**config.mk**
```make
export PLATFORM = sky130hd
export DESIGN_NAME = ocp_pulse_guard
export DESIGN_NICKNAME = d
export VERILOG_FILES = /design/src/rtl/ocp_pkg.sv /design/src/rtl/ocp_qualify.sv /design/src/rtl/ocp_escalate.sv /design/src/rtl/ocp_flag.sv /design/src/rtl/ocp_pulse_guard.sv
export SDC_FILE = /design/constraint.sdc
export NUM_CORES = 1
export LEC_CHECK = 0
export ABC_CLOCK_PERIOD_IN_PS = 5200
export BUFFER_PORTS_ARGS = -buffer_cell sky130_fd_sc_hd__buf_2
export CORE_MARGIN = 5
export CORE_UTILIZATION = 56
export DETAILED_ROUTE_END_ITERATION = 6
export PLACE_DENSITY = 0.79
export SYNTH_ARGS = -nofsm -noshare
export SYNTH_HDL_FRONTEND = slang
export SYNTH_SLANG_ARGS = --single-unit
```
**constraint.sdc**
```tcl
create_clock -name clk -period 5.2 [get_ports clk]
set_clock_uncertainty 0.2 [all_clocks]
set_input_delay 0.78 -clock clk [delete_from_list [all_inputs] [get_ports clk]]
set_output_delay 0.78 -clock clk [all_outputs]
set_load 0.1 [all_outputs]
```
**src/rtl/ocp_pkg.sv**
```systemverilog
package ocp_pkg;

    typedef enum logic [1:0] {
        ACT_IGNORE     = 2'b00,
        ACT_SOFTSTART  = 2'b01,
        ACT_WAITEN     = 2'b10,
        ACT_IGNORE_ALT = 2'b11
    } ocp_act_e;

    typedef enum logic [1:0] {
        ST_RUN  = 2'b00,
        ST_HOLD = 2'b01,
        ST_WAIT = 2'b10
    } esc_state_e;

    localparam int CNT_W = 4;

    function automatic logic [CNT_W-1:0] trip_limit(input logic [1:0] code);
        return CNT_W'(1) << code;
    endfunction

endpackage

```
**src/rtl/ocp_qualify.sv**
```systemverilog
module ocp_qualify #(
    parameter int BLANK_STEP = 4,
    parameter int DEB_W      = 4
) (
    input  logic             clk,
    input  logic             rst_n,
    input  logic             pulse_i,
    input  logic             cmp_i,
    input  logic [2:0]       blank_code_i,
    input  logic [DEB_W-1:0] deb_i,
    output logic             trip_o
);
    localparam int BLANK_MAX = 7 * BLANK_STEP;
    localparam int AGE_W     = $clog2(BLANK_MAX + 1);

    typedef struct packed {
        logic [AGE_W-1:0] age;
        logic [DEB_W-1:0] deb;
    } qual_s;

    qual_s s_d, s_q;
    logic [AGE_W-1:0] blank_len;
    logic             blanked;
    logic             armed;

    always_comb begin
        s_d       = s_q;
        blank_len = AGE_W'(blank_code_i) * AGE_W'(BLANK_STEP);
        blanked   = s_q.age < blank_len;
        armed     = pulse_i && !blanked && cmp_i;
        trip_o    = armed && (s_q.deb >= deb_i);

        // pulse age saturates once beyond the longest blanking window
        if (!pulse_i) begin
            s_d.age = '0;
        end else if (s_q.age != AGE_W'(BLANK_MAX)) begin
            s_d.age = s_q.age + 1'b1;
        end

        // consecutive unblanked high clocks before the current one
        if (!armed) begin
            s_d.deb = '0;
        end else if (!(&s_q.deb)) begin
            s_d.deb = s_q.deb + 1'b1;
        end
    end

    always_ff @(posedge clk or negedge rst_n) begin
        if (!rst_n) begin
            s_q <= '0;
        end else begin
            s_q <= s_d;
        end
    end

endmodule

```
**src/rtl/ocp_escalate.sv**
```systemverilog
module ocp_escalate
    import ocp_pkg::*;
#(
    parameter int SOFT_HOLD_CYC = 2
) (
    input  logic       clk,
    input  logic       rst_n,
    input  logic       cyc_start_i,
    input  logic       trip_i,
    input  logic       supply_en_i,
    input  logic [1:0] act_i,
    input  logic [1:0] n_code_i,
    output logic       hit_o,
    output logic       shdn_o,
    output logic       ss_req_o
);
    localparam int HOLD_W = $clog2(SOFT_HOLD_CYC + 1);

    typedef struct packed {
        esc_state_e        state;
        logic              hit;
        logic [CNT_W-1:0]  cnt;
        logic [HOLD_W-1:0] hold;
        logic              seen_low;
        logic              ss;
    } esc_s;

    esc_s s_d, s_q;
    logic             trip_run;
    logic             first_trip;
    logic             escalate;
    logic [CNT_W-1:0] base;
    logic [CNT_W-1:0] cnt_next;

    always_comb begin
        s_d      = s_q;
        s_d.ss   = 1'b0;
        trip_run = trip_i && (s_q.state == ST_RUN);

        // a cycle start closes the previous cycle: a clean one clears the run
        if (cyc_start_i) begin
            base       = s_q.hit ? s_q.cnt : '0;
            first_trip = trip_run;
            s_d.hit    = trip_run;
        end else begin
            base       = s_q.cnt;
            first_trip = trip_run && !s_q.hit;
            s_d.hit    = s_q.hit || trip_run;
        end

        if (first_trip && !(&base)) begin
            cnt_next = base + 1'b1;
        end else begin
            cnt_next = base;
        end
        s_d.cnt  = cnt_next;

        escalate = first_trip && (cnt_next >= trip_limit(n_code_i)) &&
                   ((act_i == ACT_SOFTSTART) || (act_i == ACT_WAITEN));

        unique case (s_q.state)
            ST_RUN: begin
                if (escalate) begin
                    s_d.cnt      = '0;
                    s_d.hit      = 1'b0;
                    s_d.hold     = '0;
                    s_d.seen_low = 1'b0;
                    s_d.state    = (act_i == ACT_SOFTSTART) ? ST_HOLD : ST_WAIT;
                end
            end
            ST_HOLD: begin
                if (cyc_start_i) begin
                    if (s_q.hold == HOLD_W'(SOFT_HOLD_CYC - 1)) begin
                        s_d.state = ST_RUN;
                        s_d.hold  = '0;
                        s_d.ss    = 1'b1;
                    end else begin
                        s_d.hold = s_q.hold + 1'b1;
                    end
                end
            end
            ST_WAIT: begin
                if (!supply_en_i) begin
                    s_d.seen_low = 1'b1;
                end else if (s_q.seen_low) begin
                    s_d.state    = ST_RUN;
                    s_d.seen_low = 1'b0;
                end
            end
            default: s_d.state = ST_RUN;
        endcase
    end

    always_ff @(posedge clk or negedge rst_n) begin
        if (!rst_n) begin
            s_q <= '0;
        end else begin
            s_q <= s_d;
        end
    end

    assign hit_o    = s_q.hit;
    assign shdn_o   = (s_q.state != ST_RUN);
    assign ss_req_o = s_q.ss;

endmodule

```
**src/rtl/ocp_flag.sv**
```systemverilog
module ocp_flag (
    input  logic clk,
    input  logic rst_n,
    input  logic trip_i,
    input  logic rd_i,
    output logic flag_o
);
    logic flag_d, flag_q;

    always_comb begin
        flag_d = flag_q;
        if (trip_i) begin
            flag_d = 1'b1;
        end else if (rd_i) begin
            flag_d = 1'b0;
        end
    end

    always_ff @(posedge clk or negedge rst_n) begin
        if (!rst_n) begin
            flag_q <= 1'b0;
        end else begin
            flag_q <= flag_d;
        end
    end

    assign flag_o = flag_q;

endmodule

```
**src/rtl/ocp_pulse_guard.sv**
```systemverilog
module ocp_pulse_guard #(
    parameter int BLANK_STEP    = 4,
    parameter int DEB_W         = 4,
    parameter int SOFT_HOLD_CYC = 2
) (
    input  logic             clk,
    input  logic             rst_n,
    input  logic             cyc_start_i,
    input  logic             pwm_req_i,
    input  logic             cmp_i,
    input  logic             supply_en_i,
    input  logic             flag_rd_i,
    input  logic [2:0]       cfg_blank_i,
    input  logic [DEB_W-1:0] cfg_deb_i,
    input  logic [1:0]       cfg_act_i,
    input  logic [1:0]       cfg_n_i,
    output logic             pwm_o,
    output logic             ocp_flag_o,
    output logic             shdn_o,
    output logic             ss_req_o
);
    logic pulse_live;
    logic trip_hit;
    logic cycle_cut;

    assign pulse_live = pwm_req_i && !shdn_o;

    ocp_qualify #(
        .BLANK_STEP (BLANK_STEP),
        .DEB_W      (DEB_W)
    ) u_qual (
        .clk          (clk),
        .rst_n        (rst_n),
        .pulse_i      (pulse_live),
        .cmp_i        (cmp_i),
        .blank_code_i (cfg_blank_i),
        .deb_i        (cfg_deb_i),
        .trip_o       (trip_hit)
    );

    ocp_escalate #(
        .SOFT_HOLD_CYC (SOFT_HOLD_CYC)
    ) u_esc (
        .clk         (clk),
        .rst_n       (rst_n),
        .cyc_start_i (cyc_start_i),
        .trip_i      (trip_hit),
        .supply_en_i (supply_en_i),
        .act_i       (cfg_act_i),
        .n_code_i    (cfg_n_i),
        .hit_o       (cycle_cut),
        .shdn_o      (shdn_o),
        .ss_req_o    (ss_req_o)
    );

    ocp_flag u_flag (
        .clk    (clk),
        .rst_n  (rst_n),
        .trip_i (trip_hit),
        .rd_i   (flag_rd_i),
        .flag_o (ocp_flag_o)
    );

    // the cut of the previous cycle no longer applies on the new cycle's first clock
    assign pwm_o = pulse_live && !(cycle_cut && !cyc_start_i) && !trip_hit;

endmodule

```
==> flow_metrics.tcl, run 1 <==
set metrics [dict create \
    slew_headroom 0.6773 \
    rsz0062_at_grt "false" \
    vias 1295 \
    ys_types 44 \
    rows 18 \
    final_net_count 228 \
    yosysMostFrequentCell "dfrtp_1" \
    yosysTopAreaCell "dfrtp_1" \
    synth_edf_count 0 \
    first_global_vias 1191 \
    drive_above_1_share 0.1804 \
    syn_nets 205 \
    timing.hold.ws_ps 218.6 \
    drc 0 \
    placed_area_um2 1602 \
    yosys-top-cells-area "dfrtp_1 (36%), ha_1 (13%), nand2_1 (4.6%)" \
    finalCritPeriodShare 0.8257 \
    insertion_delay_ps 290 \
    slew_violations 0 \
    dpl.hpwl_um 2397 \
    avgSynthCellArea_um2 8.591 \
    cts_resized 0 \
    synth-simple-area-share 0.2642 \
    numCtsBuffers 3 \
    wire_per_inst_um 13.42 \
    ant_nets 0 \
    viasPerCell 5.781 \
    async_reset_ff_frac 1.000 \
    io_pins 22 \
    cts_hold_buf 0 \
    ir_drop_mv 0.1480 \
    synthToLayoutAreaGrowth_pct 10.25 \
    cts_buffer_depth 2 \
    coreArea_um2 2500 \
    synth-main-ff-cell "dfrtp_1" \
    cp-end-kind "register" \
    yosys_warnings 0 \
    wl_um 3007 \
    p_leak_nw 0.8118 \
    synth_commonest_cells "dfrtp_1 (21), nand2_1 (18), nor2_1 (18)" \
    cts_sinks 21 \
    drt_pass1_iterations 4 \
    fin_setup_tns_ps 0 \
    num_antenna_cells 0 \
    synth-seq-cells 21 \
    syn_area_um2 1478 \
    power_density_nw_per_um2 178.6 \
    synthMuxAreaShare 0.006774 \
    antenna_found_initial 0 \
    required_ps 5190 \
    start_util 0.5911 \
    status "finished clean" \
    cts_tree "done" \
    synth_top_family_by_area "simple AND/OR/NAND/NOR gates" \
    grt-ovfl-total 0 \
    clockRootBuffer "clkbuf_4" \
    tightestPinTransition_ps 487.4 \
    finalSetupViolCount 0 \
    max_freq_ghz 0.2329 \
    synth_compound_area_frac 0.1719 \
    max_cap_violations 0 \
    h-tree-depth 1 \
    design_area_um2 1629 \
    post-route-min-period_ps 4293 \
    port_buffers 21 \
    cp_max_fo 10 \
    hold_violations 0 \
    synthXorXnorAreaFrac 0.01185 \
    gp_congestion 0.9053 \
    die_y_um 61.37 \
    fp.dieArea_um2 3766 \
    synth_adder_area_share 0.1338 \
    cts_setup_buffers 0 \
    first_iter_violations 73 \
    hold_class "input port to asynchronous set/reset pin" \
    worstPathArrival_ps 4290 \
    yosysSeqAreaShare 0.3556 \
    grt_pass1_wl_um 5002 \
    yosysTopAreaCellShare 0.3556 \
    fp.dieW_um 61.37 \
    startpoint_type "input port" \
    grt_max_degree 22 \
    clk_pin_slew_ps 110 \
    syn_inst 172 \
    track_usage 0.1755 \
    path_class "input port to register" \
]
[cells in the final DEF, fill, tap and decap left out, types with 2 or more instances in the layout]
| master | count |
|---|---|
| buf_2 | 21 |
| nand3_1 | 5 |
| a31oi_1 | 5 |
| nor2_1 | 18 |
| a211oi_1 | 3 |
| xnor2_1 | 2 |
| ha_1 | 15 |
| nand2b_1 | 7 |
| o21a_1 | 2 |
| clkbuf_4 | 3 |
| or2_2 | 2 |
| dfrtp_1 | 21 |
| inv_1 | 17 |
| nor3_1 | 10 |
| o22ai_1 | 4 |
| nor3b_1 | 2 |
| a21oi_1 | 5 |
| nand4_1 | 2 |
| o21ai_0 | 7 |
| nand2_1 | 18 |
[critical path, cell delays in order]
cell	delay, ps
buf_2	140
nand2b_1	220
nand2_1	170
inv_1	80
ha_1	240
and3_1	240
maj3_1	360
nor3_1	220
nor2_1	60
or3_1	370
ha_1	290
o21ai_0	200
a21oi_1	100
o21bai_1	390
nor3_1	150
a31o_2	260
[per-stage QoR]
| step | cells | util | setup WS (ps) | power [W] |
|---|---|---|---|---|
| after global placement | 220 | 0.6406 | 831.1 | 0.0002170 |
| after global routing | 224 | 0.6517 | 631.8 | 0.0003089 |
| after CTS | 224 | 0.6517 | 945.0 | 0.0002958 |
| after floorplan | 172 | - | 549.2 | 0.0002017 |
| after detailed placement | 220 | 0.6406 | 653.6 | 0.0002194 |
| final | 224 | 0.6517 | 906.5 | 0.0002909 |
[registers in the layout, indices dropped and copies added, names as in the netlist]
register        cells
u_esc.hit_o         1
u_esc.s_q           9
u_esc.ss_req_o      1
u_flag.flag_o       1
u_qual.s_q          9
[cell type report]
class	count	area, um^2
Timing Repair Buffer	21	105.1
Clock inverter	1	5.005
Sequential cell	21	525.5
Clock buffer	3	22.52
Tap cell	30	37.54
Fill cell	208	870.8
Inverter	17	63.81
Multi-Input combinational cell	131	869.6
[logic make-up after synthesis]
kind of cell | Yosys count
AOI/OAI and AO/OA | 37
DFF | 21
buffers and inverters | 20
xor gates and xnor gates | 2
muxes | 1
adders and majority gates | 16
and+or+nand+nor | 75
[worst paths after layout]
check / endpoint / cells after the start / slack, ps / startpoint
max in group asynchronous: u_qual.s_q[4] / 1 / 4260 / rst_n
hold reg to reg: u_esc.ss_req_o / 1 / 290 / u_esc.s_q[3]
setup reg to reg: u_esc.s_q[9] / 15 / 940 / u_esc.hit_o
min in group clk: u_esc.ss_req_o / 1 / 290 / u_esc.s_q[3]
hold / removal: u_qual.s_q[2] / 1 / 220 / rst_n
setup / recovery: u_esc.s_q[9] / 16 / 910 / cyc_start_i
[per-layer routing]
metal	GRT usage	wire length, um	part of all wire
met3	0.02516	203	0.068
met5	0	0	0
met4	0.05455	33	0.011
met2	0.3127	1510	0.50
met1	0.2189	1260	0.42
[where the power goes]
part | leakage, nW | switching (W) | internal (W) | total [W]
Sequential | 0.279 | 0.00000453 | 0.000168 | 0.000172
Clock | 0.0177 | 0.0000467 | 0.0000286 | 0.0000753
Combinational | 0.515 | 0.0000269 | 0.0000162 | 0.0000431
Total | 0.812 | 0.0000781 | 0.000213 | 0.000291
Power figures use the tool's default switching activity.
==> inputs of run 2 (changes only) <==
ABC_CLOCK_PERIOD_IN_PS = 4370   (was 5200)
clock period = 4.37 ns   (was 5.2 ns; I/O delays follow)
==> run 2 against run 1 <==
  * Global-route usage grew 0.49 points
  * Sequential share of layout area decreased by 0.39 points
  * Worst setup slack lost 480 ps
  * Non-clock buffer count is 2 higher
  * Total power rose by 20%
  * Final area is 1.2% higher
  * Critical endpoint unchanged
==> flow_metrics.tcl, run 2 (synthesis results as in run 1) <==
set metrics [dict create \
    required_ps 4380 \
    power_density_nw_per_um2 212.4 \
    total_power_w 0.0003502 \
    cts_buffer_depth 2 \
    cp_max_fo 8 \
    hold_class "input port to asynchronous set/reset pin" \
    design_area_um2 1649 \
    grt-ovfl-total 0 \
    clockRootBuffer "clkbuf_4" \
    start_util 0.5911 \
    wire_per_inst_um 13.53 \
    drt_pass1_iterations 4 \
    finalSetupViolCount 0 \
    regToRegStartpoint "u_esc.hit_o" \
    fin_setup_tns_ps 0 \
    max_freq_ghz 0.2537 \
    insertion_delay_ps 300 \
    antenna_found_initial 0 \
    drive_above_1_share 0.1939 \
    timing.hold.ws_ps 83.16 \
    gp_congestion 0.9057 \
    dpl.hpwl_um 2437 \
    first_global_vias 1238 \
    path_class "register to register" \
    placed_area_um2 1622 \
    max_cap_violations 0 \
    fp.dieArea_um2 3766 \
    cellInternalPower_w 0.0002541 \
    drc 0 \
    rrSetupSlack_ps 430 \
    ant_nets 0 \
    slew_headroom 0.6754 \
    num_antenna_cells 0 \
    cts_resized 0 \
    hold_violations 0 \
    rows 18 \
    swShare 0.2745 \
    synthToLayoutAreaGrowth_pct 11.60 \
    cts_setup_buffers 0 \
    slew_violations 0 \
    p_leak_nw 0.8227 \
    viasPerCell 5.774 \
    wl_um 3057 \
    grt_pass1_wl_um 5092 \
    power_switching_w 0.00009615 \
    finalCritPeriodShare 0.9020 \
    ir_drop_mv 0.2433 \
    first_iter_violations 52 \
    cts_hold_buf 0 \
    regToRegEndpoint "u_esc.s_q[9]" \
    clk_pin_slew_ps 120 \
    coreArea_um2 2500 \
    worstPathArrival_ps 3950 \
    port_buffers 21 \
    vias 1305 \
    rsz0062_at_grt "false" \
    tightestPinTransition_ps 490.2 \
    grt_max_degree 22 \
    post-route-min-period_ps 3942 \
    cts_sinks 21 \
    r2r_cells 15 \
    track_usage 0.1804 \
    p_seq_frac 0.586 \
    largestRegisters "u_esc.s_q (9), u_qual.s_q (9)" \
    die_y_um 61.37 \
    numCtsBuffers 3 \
    mostFrequentLayoutCells "buf_2 (21), dfrtp_1 (21), nor2_1 (18), nand2_1 (18), inv_1 (17)" \
    final_net_count 230 \
    cts_tree "done" \
    h-tree-depth 1 \
    fp.dieW_um 61.37 \
    clkPwrFrac 0.265 \
    status "finished clean" \
    io_pins 22 \
    startpoint_type "register" \
    cp-end-kind "register" \
    combPwrFrac 0.148 \
]
[run 2: changes by cell type in the layout (fill, tap and decap cells not counted)]
cell and delta:
buf_4 +2, nor3_1 -1, nor3_2 +1
[run 2: metrics by stage]
stage / setup WS [ps] / util / instances
final: 428.3 / 0.6597 / 226
after global routing: 231.5 / 0.6597 / 226
after CTS: 471.0 / 0.6597 / 226
after detailed placement: 238.1 / 0.6486 / 222
after global placement: 356.9 / 0.6486 / 222
after floorplan: 405.9 / - / 172
[run 2: how the worst max path moves through the flow]
stage / depth (start not counted) / startpoint / to / slack [ps]
5_1_grt: 15 / u_esc.hit_o / u_esc.s_q[9] / 230
3_5_place_dp: 16 / cyc_start_i / u_esc.s_q[9] / 240
3_3_place_gp: 16 / cyc_start_i / u_esc.s_q[9] / 360
6_report: 15 / u_esc.hit_o / u_esc.s_q[9] / 430
2_1_floorplan: 17 / cyc_start_i / u_esc.s_q[9] / 410
4_1_cts: 15 / u_esc.hit_o / u_esc.s_q[9] / 470
[run 2: power by group through the flow]
stage / combinational [W] / clock (W) / sequential (W)
CTS: 0.0000530 / 0.0000970 / 0.000205
global route: 0.0000596 / 0.000104 / 0.000206
finish: 0.0000520 / 0.0000929 / 0.000205
floorplan: 0.0000320 / 0 / 0.000208
global placement: 0.0000504 / 0 / 0.000209
detailed placement: 0.0000527 / 0 / 0.000209
[run 2: layout make-up]
class | instances | area (um^2)
multi-input combinational | 131 | 874.6
timing repair buffer | 23 | 120.1
clock inverter | 1 | 5.005
sequential | 21 | 525.5
inverter | 17 | 63.81
clock buffer | 3 | 22.52
tap | 30 | 37.54
fill | 200 | 850.8
[run 2: worst max-delay path, stage by stage, from the launching register on]
cell,delay (ps)
dfrtp_1,480
nand2b_1,210
nand2_1,90
inv_1,70
ha_1,230
and3_1,200
maj3_1,350
nor3_1,230
nor2_1,60
or3_1,370
ha_1,290
o21ai_0,150
a21oi_1,90
o21bai_1,390
nor3_1,160
a31o_2,260
[run 2: metal layers]
metal	GRT usage	vias to the layer above	wire (um)
li1	-	661	-
met1	0.2037	603	1304
met2	0.3308	33	1552
met3	0.01677	8	130
met4	0.1000	0	70
met5	0	-	0
==> inputs of run 3 (changes only) <==
REMOVE_ABC_BUFFERS = 1   (was unset)
==> run 3 against run 2 <==
  * Global-route usage is 0.43 points higher
  * Register-to-register slack worse by 20 ps
  * Core utilization shrank 0.20 points
  * Total power rose by 1.7%
  * Routed wire length up 2.1%
  * Fmax is 0.50% lower
  * Via count increased by 2.8%
  * Flip-flop and latch count did not move
  * Clock power rose by 7.4%
  * Critical path depth is the same
  * Critical endpoint unchanged
  * Largest cell class unchanged
  * Largest power group unchanged
==> flow_metrics.tcl, run 3 (synthesis results as in run 1) <==
set metrics [dict create \
    cp_max_fo 8 \
    h-tree-depth 1 \
    synthToLayoutAreaGrowth_pct 11.26 \
    rsz0062_at_grt "false" \
    regToRegEndpoint "u_esc.s_q[9]" \
    mostFrequentLayoutCells "buf_2 (21), dfrtp_1 (21), nor2_1 (18), nand2_1 (18), inv_1 (17)" \
    port_buffers 21 \
    regToRegStartpoint "u_esc.hit_o" \
    path_class "register to register" \
    finalCritPeriodShare 0.9065 \
    path_cells "nand2b_1, nand2_1, inv_1, ha_1, and3_1, maj3_1, nor3_1, nor2_1, or3_1, ha_1, o21ai_0, a21oi_1, o21bai_1, nor3_1, a31o_2" \
    grt_max_degree 22 \
    drt_pass1_iterations 4 \
    timing.hold.ws_ps 61.05 \
    coreArea_um2 2500 \
    cts_setup_buffers 0 \
    cts_resized 0 \
    rows 18 \
    worstPathArrival_ps 3980 \
    met3_usage 0.04612 \
    num_antenna_cells 0 \
    post-route-min-period_ps 3961 \
    r2r_cells 15 \
    drive_above_1_share 0.1888 \
    grt-ovfl-total 0 \
    cp-end-kind "register" \
    gp_congestion 0.9129 \
    drc 0 \
    startpoint_type "register" \
    total_power_w 0.0003562 \
    track_usage 0.1847 \
    grt_pass1_wl_um 5195 \
    use_met2 0.3369 \
    cts_buffer_depth 2 \
    place_inst 222 \
    vias 1341 \
    busiest_layer "met2" \
    power_density_nw_per_um2 216.7 \
    cts_tree "done" \
    fill_cells 222 \
    max_freq_ghz 0.2524 \
    start_util 0.5911 \
    crit_slowest_cell "dfrtp_1" \
    ir_drop_mv 0.2110 \
    viasPerCell 5.934 \
    dpl.hpwl_um 2503 \
    numCtsBuffers 3 \
    clockRootBuffer "clkbuf_4" \
    ant_nets 0 \
    hold_violations 0 \
    insertion_delay_ps 320 \
    status "finished clean" \
    largestRegisters "u_esc.s_q (9), u_qual.s_q (9)" \
    max_cap_violations 0 \
    grt_use_met1 0.2100 \
    first_iter_violations 67 \
    required_ps 4380 \
    fp.dieArea_um2 3766 \
    io_pins 22 \
    wl_um 3121 \
    wire_per_inst_um 13.81 \
    antenna_found_initial 0 \
    finalSetupViolCount 0 \
    p_leak_nw 0.8220 \
    rrSetupSlack_ps 410 \
    slew_headroom 0.6779 \
    slew_violations 0 \
    cts_sinks 21 \
    final_net_count 230 \
    die_y_um 61.37 \
    fp.dieW_um 61.37 \
    final_cells 226 \
    first_global_vias 1221 \
    cts_hold_buf 0 \
    critPathMaxStageDelay_ps 500 \
    tightestPinTransition_ps 486.5 \
    hold_class "input port to asynchronous set/reset pin" \
    clk_pin_slew_ps 130 \
]
[run 3: cell type report]
| class | instances | area [um^2] | area share |
|---|---|---|---|
| Multi-Input combinational cell | 131 | 869.6 | 0.5289 |
| Sequential cell | 21 | 525.5 | 0.3196 |
| Timing Repair Buffer | 23 | 120.1 | 0.07306 |
| Inverter | 17 | 63.81 | 0.03881 |
| Tap cell | 30 | 37.54 | 0.02283 |
| Clock buffer | 3 | 22.52 | 0.01370 |
| Clock inverter | 1 | 5.005 | 0.003044 |
[run 3: power by group]
group	total (W)	switching (W)	internal, W	leakage, nW
Clock	0.0000998	0.0000655	0.0000342	0.0177
Combinational	0.0000511	0.0000313	0.0000198	0.525
Sequential	0.000205	0.00000543	0.000200	0.279
[run 3: through the flow]
step	instance area, um^2	utilization	setup slack, ps	TNS [ps]
after global placement	1617	0.6466	362.9	0
final	1644	0.6577	408.7	0
after floorplan	1459	-	-31.84	-31.84
after global routing	1644	0.6577	121.2	0
after CTS	1644	0.6577	446.7	0
after detailed placement	1617	0.6466	238.6	0
[run 3: layer usage]
layer,share of wire,vias to the layer above
li1,-,662
met1,0.42,634
met2,0.51,39
met3,0.051,6
met4,0.017,0
met5,0,-
[run 3: worst max path at each step]
stage                            start            to  slack (ps)  cells after the start
after floorplan           cfg_deb_i[2]         pwm_o         -30                      6
after global placement     cyc_start_i  u_esc.s_q[9]         360                     16
after detailed placement   cyc_start_i  u_esc.s_q[9]         240                     16
after CTS                  u_esc.hit_o  u_esc.s_q[9]         450                     15
after global routing       u_esc.hit_o  u_esc.s_q[9]         120                     15
final                      u_esc.hit_o  u_esc.s_q[9]         410                     15
[run 3: worst max-delay path, delay by kind of cell (launching register included)]
family	cells	cell delay [ps]
fa+ha+maj	3	880
simple gates	7	1330
flops	1	500
compound gates	4	890
buf+inv	1	70
